**src/rtl/mult_add_pkg.sv**
```systemverilog
package mult_add_pkg;
  typedef struct packed {
    logic       sign;
    logic [1:0] sub;
    logic       vld;
  } ma_ctrl_t;
  localparam int unsigned CTRL_W = $bits(ma_ctrl_t);
endpackage

```
**src/rtl/ma_pipe_reg.sv**
```systemverilog
module ma_pipe_reg #(
  parameter int unsigned DW = 1,
  parameter bit          EN = 1'b1
) (
  input  logic          clk_i,
  input  logic          rst_ni,
  input  logic          en_i,
  input  logic          clr_i,
  input  logic [DW-1:0] d_i,
  output logic [DW-1:0] q_o
);
  if (EN) begin : g_reg
    always_ff @(posedge clk_i or negedge rst_ni) begin
      if (!rst_ni)     q_o <= '0;
      else if (clr_i)  q_o <= '0;  // clear wins over enable
      else if (en_i)   q_o <= d_i;
    end
  end else begin : g_wire
    assign q_o = d_i;
  end
endmodule

```
**src/rtl/ma_input_stage.sv**
```systemverilog
module ma_input_stage
  import mult_add_pkg::*;
#(
  parameter int unsigned WIDTH = 8,
  parameter int unsigned NUM_MULT = 4,
  parameter bit          REG = 1'b1,
  parameter bit          SHIFT_CHAIN = 1'b0
) (
  input  logic                           clk_i,
  input  logic                           rst_ni,
  input  logic                           en_i,
  input  logic                           clr_i,
  input  logic [NUM_MULT-1:0][WIDTH-1:0] a_i,
  input  logic [NUM_MULT-1:0][WIDTH-1:0] b_i,
  input  ma_ctrl_t                       ctrl_i,
  output logic [NUM_MULT-1:0][WIDTH-1:0] a_o,
  output logic [NUM_MULT-1:0][WIDTH-1:0] b_o,
  output ma_ctrl_t                       ctrl_o
);
  for (genvar k = 0; k < NUM_MULT; k++) begin : g_lane
    logic [WIDTH-1:0] a_src;
    if (SHIFT_CHAIN && k > 0) begin : g_chain
      assign a_src = a_o[k-1];
    end else begin : g_ext
      assign a_src = a_i[k];
    end
    ma_pipe_reg #(.DW(WIDTH), .EN(REG)) u_a (
      .clk_i, .rst_ni, .en_i, .clr_i, .d_i(a_src), .q_o(a_o[k]));
    ma_pipe_reg #(.DW(WIDTH), .EN(REG)) u_b (
      .clk_i, .rst_ni, .en_i, .clr_i, .d_i(b_i[k]), .q_o(b_o[k]));
  end

  ma_pipe_reg #(.DW(CTRL_W), .EN(REG)) u_ctrl (
    .clk_i, .rst_ni, .en_i, .clr_i, .d_i(ctrl_i), .q_o(ctrl_o));
endmodule

```
**src/rtl/ma_prod_stage.sv**
```systemverilog
module ma_prod_stage
  import mult_add_pkg::*;
#(
  parameter int unsigned WIDTH = 8,
  parameter int unsigned NUM_MULT = 4,
  parameter int unsigned RES_W = 18,
  parameter bit          REG = 1'b1
) (
  input  logic                           clk_i,
  input  logic                           rst_ni,
  input  logic                           en_i,
  input  logic                           clr_i,
  input  logic [NUM_MULT-1:0][WIDTH-1:0] a_i,
  input  logic [NUM_MULT-1:0][WIDTH-1:0] b_i,
  input  ma_ctrl_t                       ctrl_i,
  output logic [NUM_MULT-1:0][RES_W-1:0] prod_o,
  output ma_ctrl_t                       ctrl_o
);
  localparam int unsigned PW = 2*WIDTH + 2;

  logic [NUM_MULT-1:0][RES_W-1:0] prod_d;

  for (genvar k = 0; k < NUM_MULT; k++) begin : g_mul
    logic signed [WIDTH:0] ax, bx;
    logic signed [PW-1:0]  p;
    // one extra bit turns unsigned operands into non-negative signed ones
    assign ax = {ctrl_i.sign & a_i[k][WIDTH-1], a_i[k]};
    assign bx = {ctrl_i.sign & b_i[k][WIDTH-1], b_i[k]};
    assign p  = ax * bx;
    assign prod_d[k] = p[RES_W-1:0];
  end

  ma_pipe_reg #(.DW(NUM_MULT*RES_W), .EN(REG)) u_prod (
    .clk_i, .rst_ni, .en_i, .clr_i, .d_i(prod_d), .q_o(prod_o));
  ma_pipe_reg #(.DW(CTRL_W), .EN(REG)) u_ctrl (
    .clk_i, .rst_ni, .en_i, .clr_i, .d_i(ctrl_i), .q_o(ctrl_o));
endmodule

```
**src/rtl/ma_sum_stage.sv**
```systemverilog
module ma_sum_stage
  import mult_add_pkg::*;
#(
  parameter int unsigned NUM_MULT = 4,
  parameter int unsigned RES_W = 18,
  parameter int unsigned EXTRA_LAT = 1
) (
  input  logic                           clk_i,
  input  logic                           rst_ni,
  input  logic                           en_i,
  input  logic                           clr_i,
  input  logic [NUM_MULT-1:0][RES_W-1:0] prod_i,
  input  ma_ctrl_t                       ctrl_i,
  output logic [RES_W-1:0]               result_o,
  output logic                           valid_o
);
  logic [RES_W-1:0] acc;
  logic [RES_W:0]   chain [EXTRA_LAT+1];

  always_comb begin
    acc = '0;
    for (int k = 0; k < NUM_MULT; k++) begin
      if ((k % 2 == 1) && ctrl_i.sub[k/2]) acc = acc - prod_i[k];
      else                                 acc = acc + prod_i[k];
    end
  end

  ma_pipe_reg #(.DW(RES_W+1), .EN(1'b1)) u_res (
    .clk_i, .rst_ni, .en_i, .clr_i, .d_i({ctrl_i.vld, acc}), .q_o(chain[0]));

  for (genvar i = 0; i < EXTRA_LAT; i++) begin : g_lat
    ma_pipe_reg #(.DW(RES_W+1), .EN(1'b1)) u_lat (
      .clk_i, .rst_ni, .en_i, .clr_i, .d_i(chain[i]), .q_o(chain[i+1]));
  end

  assign {valid_o, result_o} = chain[EXTRA_LAT];
endmodule

```
**src/rtl/mult_add_pipe.sv**
```systemverilog
module mult_add_pipe
  import mult_add_pkg::*;
#(
  parameter int unsigned WIDTH       = 8,
  parameter int unsigned NUM_MULT    = 4,
  parameter bit          IN_REG      = 1'b1,
  parameter bit          PROD_REG    = 1'b1,
  parameter int unsigned EXTRA_LAT   = 1,
  parameter bit          SHIFT_CHAIN = 1'b0,
  localparam int unsigned RES_W = 2*WIDTH + $clog2(NUM_MULT)
) (
  input  logic                      clk_i,
  input  logic                      rst_ni,
  input  logic                      en_i,
  input  logic                      clr_i,
  input  logic                      valid_i,
  input  logic                      sign_i,
  input  logic [1:0]                sub_i,
  input  logic [NUM_MULT*WIDTH-1:0] a_i,
  input  logic [NUM_MULT*WIDTH-1:0] b_i,
  output logic [RES_W-1:0]          result_o,
  output logic                      valid_o
);
  // shift chain needs the A registers
  localparam bit IN_EFF = IN_REG | SHIFT_CHAIN;

  logic [NUM_MULT-1:0][WIDTH-1:0] a_arr, b_arr, a_q, b_q;
  logic [NUM_MULT-1:0][RES_W-1:0] prod_q;
  ma_ctrl_t ctrl_in, in_ctrl, prod_ctrl;

  assign a_arr   = a_i;
  assign b_arr   = b_i;
  assign ctrl_in = '{sign: sign_i, sub: sub_i, vld: valid_i};

  ma_input_stage #(
    .WIDTH(WIDTH), .NUM_MULT(NUM_MULT), .REG(IN_EFF), .SHIFT_CHAIN(SHIFT_CHAIN)
  ) u_in (
    .clk_i, .rst_ni, .en_i, .clr_i,
    .a_i(a_arr), .b_i(b_arr), .ctrl_i(ctrl_in),
    .a_o(a_q), .b_o(b_q), .ctrl_o(in_ctrl));

  ma_prod_stage #(
    .WIDTH(WIDTH), .NUM_MULT(NUM_MULT), .RES_W(RES_W), .REG(PROD_REG)
  ) u_prod (
    .clk_i, .rst_ni, .en_i, .clr_i,
    .a_i(a_q), .b_i(b_q), .ctrl_i(in_ctrl),
    .prod_o(prod_q), .ctrl_o(prod_ctrl));

  ma_sum_stage #(
    .NUM_MULT(NUM_MULT), .RES_W(RES_W), .EXTRA_LAT(EXTRA_LAT)
  ) u_sum (
    .clk_i, .rst_ni, .en_i, .clr_i,
    .prod_i(prod_q), .ctrl_i(prod_ctrl),
    .result_o, .valid_o);
endmodule

```
**config.mk**
```make
export PLATFORM = sky130hd
export DESIGN_NAME = mult_add_pipe
export DESIGN_NICKNAME = d
export VERILOG_FILES = /design/src/rtl/mult_add_pkg.sv /design/src/rtl/ma_pipe_reg.sv /design/src/rtl/ma_input_stage.sv /design/src/rtl/ma_prod_stage.sv /design/src/rtl/ma_sum_stage.sv /design/src/rtl/mult_add_pipe.sv
export SDC_FILE = /design/constraint.sdc
export NUM_CORES = 1
export LEC_CHECK = 0
export CAP_MARGIN = 15
export CORE_ASPECT_RATIO = 1.75
export CORE_MARGIN = 2
export CORE_UTILIZATION = 69
export DETAILED_ROUTE_END_ITERATION = 10
export PLACE_DENSITY = 0.89
export SLEW_MARGIN = 5
export SYNTH_ARGS = -nofsm -noshare
export SYNTH_HDL_FRONTEND = slang
export SYNTH_HIERARCHICAL = 1
export SYNTH_SLANG_ARGS = --single-unit
```
**constraint.sdc**
```tcl
create_clock -name clk_i -period 13.3 [get_ports clk_i]
set_input_delay 3.325 -clock clk_i [delete_from_list [all_inputs] [get_ports clk_i]]
set_output_delay 3.325 -clock clk_i [all_outputs]
set_load 0.1 [all_outputs]
```
After elaboration in Yosys (flattened, before gate mapping) --
Cells that the tools add are included.
Operators by class: add/sub/neg operators 5, shift-type cells 0, magnitude comparators 0, mux-type cells 28, divide/modulo/power cells 0, equality and inequality tests 0, bitwise operators 8, reduce and logical (&&, ||, !) cells 1, $mul 4
Operators by type and width (count):
- 72-bit two-way mux | 2
- 8-bit two-way mux | 16
- 19-bit two-way mux | 4
- 9-bit by 9-bit multiplier with 18-bit output | 4
- 18-bit adder | 3
- 18-bit two-way mux | 2
- 18-bit subtractor | 2
- 1-bit AND | 8
- 4-bit two-way mux | 2
- 3-bit two-way mux | 2
- 2-bit nonzero test | 1
Storage, ports and cells: register bits after elaboration 181, bits of input ports 72, output and inout port bits 19, memories 0, word-level logic and storage cells 59, latch bits 0, bits in read-only memories 0, bits in writable memories 0

Logic depth before layout (Yosys ltp) --
depth in word-level cells 7, gate-level depth with buffers 29, depth with buffers taken out 29

By module --
Netlist, hierarchy kept.
Modules (own cells, without submodules):
- ma_prod_stage | cells an instance 1404, sequential area each 0.0 µm², area an instance 12229.2 µm², instances 1
- ma_sum_stage | cells an instance 420, sequential area each 0.0 µm², area an instance 3021.6 µm², instances 1
- ma_pipe_reg (u_prod.u_prod) | cells an instance 232, sequential area each 1801.7 µm², area an instance 2940.3 µm², instances 1
- ma_pipe_reg (u_in.g_lane[0].u_a ...) | cells an instance 26, sequential area each 200.2 µm², area an instance 325.3 µm², instances 8
- ma_pipe_reg (u_sum.g_lat[0].u_lat ...) | cells an instance 61, sequential area each 475.5 µm², area an instance 778.2 µm², instances 2
- ma_pipe_reg (u_in.u_ctrl ...) | cells an instance 13, sequential area each 100.1 µm², area an instance 160.2 µm², instances 2

Worst setup path after synthesis --
No wires, ideal clock.
path kind flip-flop to flip-flop, start reg u_prod.u_ctrl.q_o[1], end reg u_sum.u_res.q_o[17], required time 13.178 ns, data arrival time 5.582 ns, period minus slack after synthesis 5.704 ns, library setup time 0.122 ns, setup slack 7.596 ns, stages on the path, launching flop included 28, buffers on the path 2, path through dfrtp_1 > clkbuf_1 > clkbuf_1 > mux2i_1 > fa_1 > a21o_1 > a21oi_2 > nor2_1 > o21a_1 > o41a_1 > a21o_1 > a21oi_1 > xnor2_1 > ha_1 > or2_2 > a21oi_1 > a21oi_1 > a21o_1 > a21oi_1 > xnor2_1 > ha_1 > and3_1 > and3_1 > a211o_1 > a21oi_1 > xnor3_1 > mux2i_1 > nor2_1
Between the ends: cells in the longest elaborated chain, start to end 6, elaborated cells between the ends (all ways) 7, classes of those cells add/sub: 3; mux: 4
RTL lines:
- from (decl) | RTL line ma_pipe_reg.sv:10 | output logic [DW-1:0] q_o
- from (signal assigned) | RTL line ma_pipe_reg.sv:16 | else if (en_i) q_o <= d_i;
- 18-bit two-way mux (*) | RTL line ma_sum_stage.sv:23 | if ((k % 2 == 1) && ctrl_i.sub[k/2]) acc = acc - prod_i[k];
- 18-bit adder (*) | RTL line ma_sum_stage.sv:24 | else acc = acc + prod_i[k];
- 18-bit adder / 18-bit subtractor (equally long branches) | RTL line ma_sum_stage.sv:24, ma_sum_stage.sv:23
- 18-bit two-way mux (*) | RTL line ma_sum_stage.sv:23
- net u_sum.acc[17] | RTL line ma_sum_stage.sv:17 | logic [RES_W-1:0] acc;
- 19-bit two-way mux (*) | RTL line ma_pipe_reg.sv:16
- 19-bit two-way mux (*) | RTL line ma_pipe_reg.sv:15 | else if (clr_i) q_o <= '0;
- to (signal assigned) | RTL line ma_pipe_reg.sv:16
- to (decl) | RTL line ma_pipe_reg.sv:10
The timed path passes the listed nets; every way through them passes the cells marked *. The select of a mux whose other input is x is not followed. A chain may end at the register's enable or synchronous reset.

Worst setup path after layout --
Same ends and word-level chain as after synthesis.

==> flow_metrics.tcl <==
set metrics [dict create \
    finalNetCount 2984 \
    final_max_slew_viol_count 0 \
    die_w_um 141 \
    clkTransAtPathRegs_ns 0.07 \
    tns_ns 0 \
    grt_remaining_overflow 0 \
    cp_max_fo 18 \
    final_util 0.747 \
    power_mw 2.37 \
    finalWirelength_mm 50.7 \
    avgSynthCellArea_um2 9.39 \
    fin_crit_sh 0.471 \
    final_layout_size_suffix_gt1_frac 0.0316 \
    detail_route.wl_per_cell_um 17.9 \
    grt_max_degree 117 \
    htreeDepth 4 \
    place_inst 2801 \
    dp_hpwl_mm 39.3 \
    vias 16586 \
    cts_buffers 17 \
    start_util 0.702 \
    syn_to_final_growth_pct 6.36 \
    preCtsSetupSlack_ns 7.13 \
    crit_arrival_ns 6.57 \
    die_height_um 244 \
    ant_nets 0 \
    max_freq_ghz 0.160 \
    holdWs_ns 0.521 \
    synthesis.nets 2973 \
    min_period_ns 6.26 \
    peakVddDrop_mv 0.111 \
    hold_viol 0 \
    finalClockSkew_ns 0.0131 \
    cts_tree "yes" \
    max-slew-margin-rel 0.330 \
    hold_path_class "reg -> reg" \
    setup_violations 0 \
    stdcell_count 2833 \
    grt_pass1_vias 18407 \
    die-area_mm2 0.0343 \
    synth_cells 2409 \
    placed_cell_area_mm2 0.0235 \
    crit_type "reg -> reg" \
    rsz0062_at_grt "false" \
    drt_first_pass_iters 7 \
    grt_pass1_wl_mm 85.2 \
    clock-sinks 181 \
    worstMarginPinSlew_ns 1.00 \
    drc 0 \
    gp_congestion 0.936 \
    post_cts_buffers 0 \
    drv_cap 0 \
    drtIter0Drc 975 \
    diodes 0 \
    synthesis.area_mm2 0.0226 \
    antenna_found_initial 0 \
    rows 87 \
    cts-root-buf "clkbuf_16" \
    powerDensity_mw_per_mm2 98.5 \
    critPathLaunchType "register" \
    io_buffers 90 \
    setup_slack_ns 7.04 \
    routed_via_density 5.85 \
    crit_required_ns 13.61 \
    status "finished clean" \
    final_cell_area_mm2 0.0241 \
    clockBufferDepth 2 \
    ys_warn_count 6 \
    coreArea_mm2 0.0322 \
    clock_latency_ns 0.46 \
    cts_hold_buf 0 \
    ioPinCount 91 \
    leakage_nw 12.8 \
    grt.total_usage 0.308 \
    endpoint_kind "register" \
    ctsResizeCount 0 \
]
placed cells by master (no fill, tap or decap), types with 6 or more instances in the layout:
master	count
a211oi_1	6
a21o_1	16
a21oi_1	62
a31oi_1	12
and2_1	109
and3_1	20
clkbuf_16	17
clkdlybuf4s50_1	87
dfrtp_1	181
fa_1	284
ha_1	208
inv_1	387
mux2i_1	184
nand2_1	203
nand2b_1	11
nand3_1	14
nor2_1	277
nor2b_1	14
nor3_1	17
o21a_1	22
o21ai_0	28
o21ai_1	11
o21bai_1	7
or2_2	12
or3_1	6
xnor2_1	115
xor2_1	29
path summary, 6_finish.rpt:
path                                                                from                                  endpoint  slack, ns  cells past startpoint
worst max register to register          u_prod/u_ctrl/q_o[1]$_DFFE_PN0P_           u_sum/u_res/q_o[17]$_DFFE_PN0P_       7.04                     25
worst max-delay path                    u_prod/u_ctrl/q_o[1]$_DFFE_PN0P_           u_sum/u_res/q_o[17]$_DFFE_PN0P_       7.04                     25
min in group asynchronous                                         rst_ni           u_sum/u_res/q_o[18]$_DFFE_PN0P_       3.00                      1
worst min register to register  u_sum/g_lat[0].u_lat/q_o[18]$_DFFE_PN0P_  u_sum/g_lat[0].u_lat/q_o[18]$_DFFE_PN0P_       0.52                      2
worst min-delay path            u_sum/g_lat[0].u_lat/q_o[18]$_DFFE_PN0P_  u_sum/g_lat[0].u_lat/q_o[18]$_DFFE_PN0P_       0.52                      2
max in group asynchronous                                         rst_ni     u_in/g_lane[0].u_a/q_o[7]$_DFFE_PN0P_       8.93                      2
sequential cells by signal, indices dropped and copies added (netlist names):
signal	cells
u_in/g_lane.u_a/q_o	32
u_in/g_lane.u_b/q_o	32
u_in/u_ctrl/q_o	4
u_prod/u_ctrl/q_o	3
u_prod/u_prod/q_o	72
u_sum/g_lat.u_lat/q_o	19
u_sum/u_res/q_o	19
layout make-up:
| class | count | area (µm²) |
|---|---|---|
| Clock buffer | 22 | 484 |
| Fill cell | 2147 | 8150 |
| Tap cell | 400 | 500 |
| Multi-Input combinational cell | 1738 | 16100 |
| Sequential cell | 181 | 4530 |
| Clock inverter | 10 | 96.3 |
| Inverter | 387 | 1450 |
| Timing Repair Buffer | 95 | 948 |
worst max-delay path, cell delays in order, from the launching register on:
cell and delay, ns:
dfrtp_1 0.68, mux2i_1 0.21, fa_1 0.45, a21o_1 0.22
a21oi_2 0.18, nor2_1 0.06, o21a_1 0.18, o41a_1 0.39
a21o_1 0.21, a21oi_1 0.24, xnor2_1 0.21, ha_1 0.33
or2_2 0.29, a21oi_1 0.16, a21oi_1 0.09, a21o_1 0.20
a21oi_1 0.16, xnor2_1 0.15, ha_1 0.31, and3_1 0.24
and3_1 0.21, a211o_1 0.30, a21oi_1 0.16, xnor3_1 0.25
mux2i_1 0.16, nor2_1 0.08
routing by layer:
metal,up-vias,wire [µm],global-route usage
met5,-,0,0
met4,0,2360,0.158
met3,188,1790,0.0393
met2,555,28600,0.592
met1,8262,18000,0.323
li1,7581,-,-
report_power, final:
part           switching, mW  leakage [nW]  internal, mW
Combinational          0.700          10.0         0.506
Clock                  0.227         0.287         0.279
Sequential            0.0653          2.46         0.594
Total                  0.993          12.8          1.38
(Power assumes the default switching activity.)
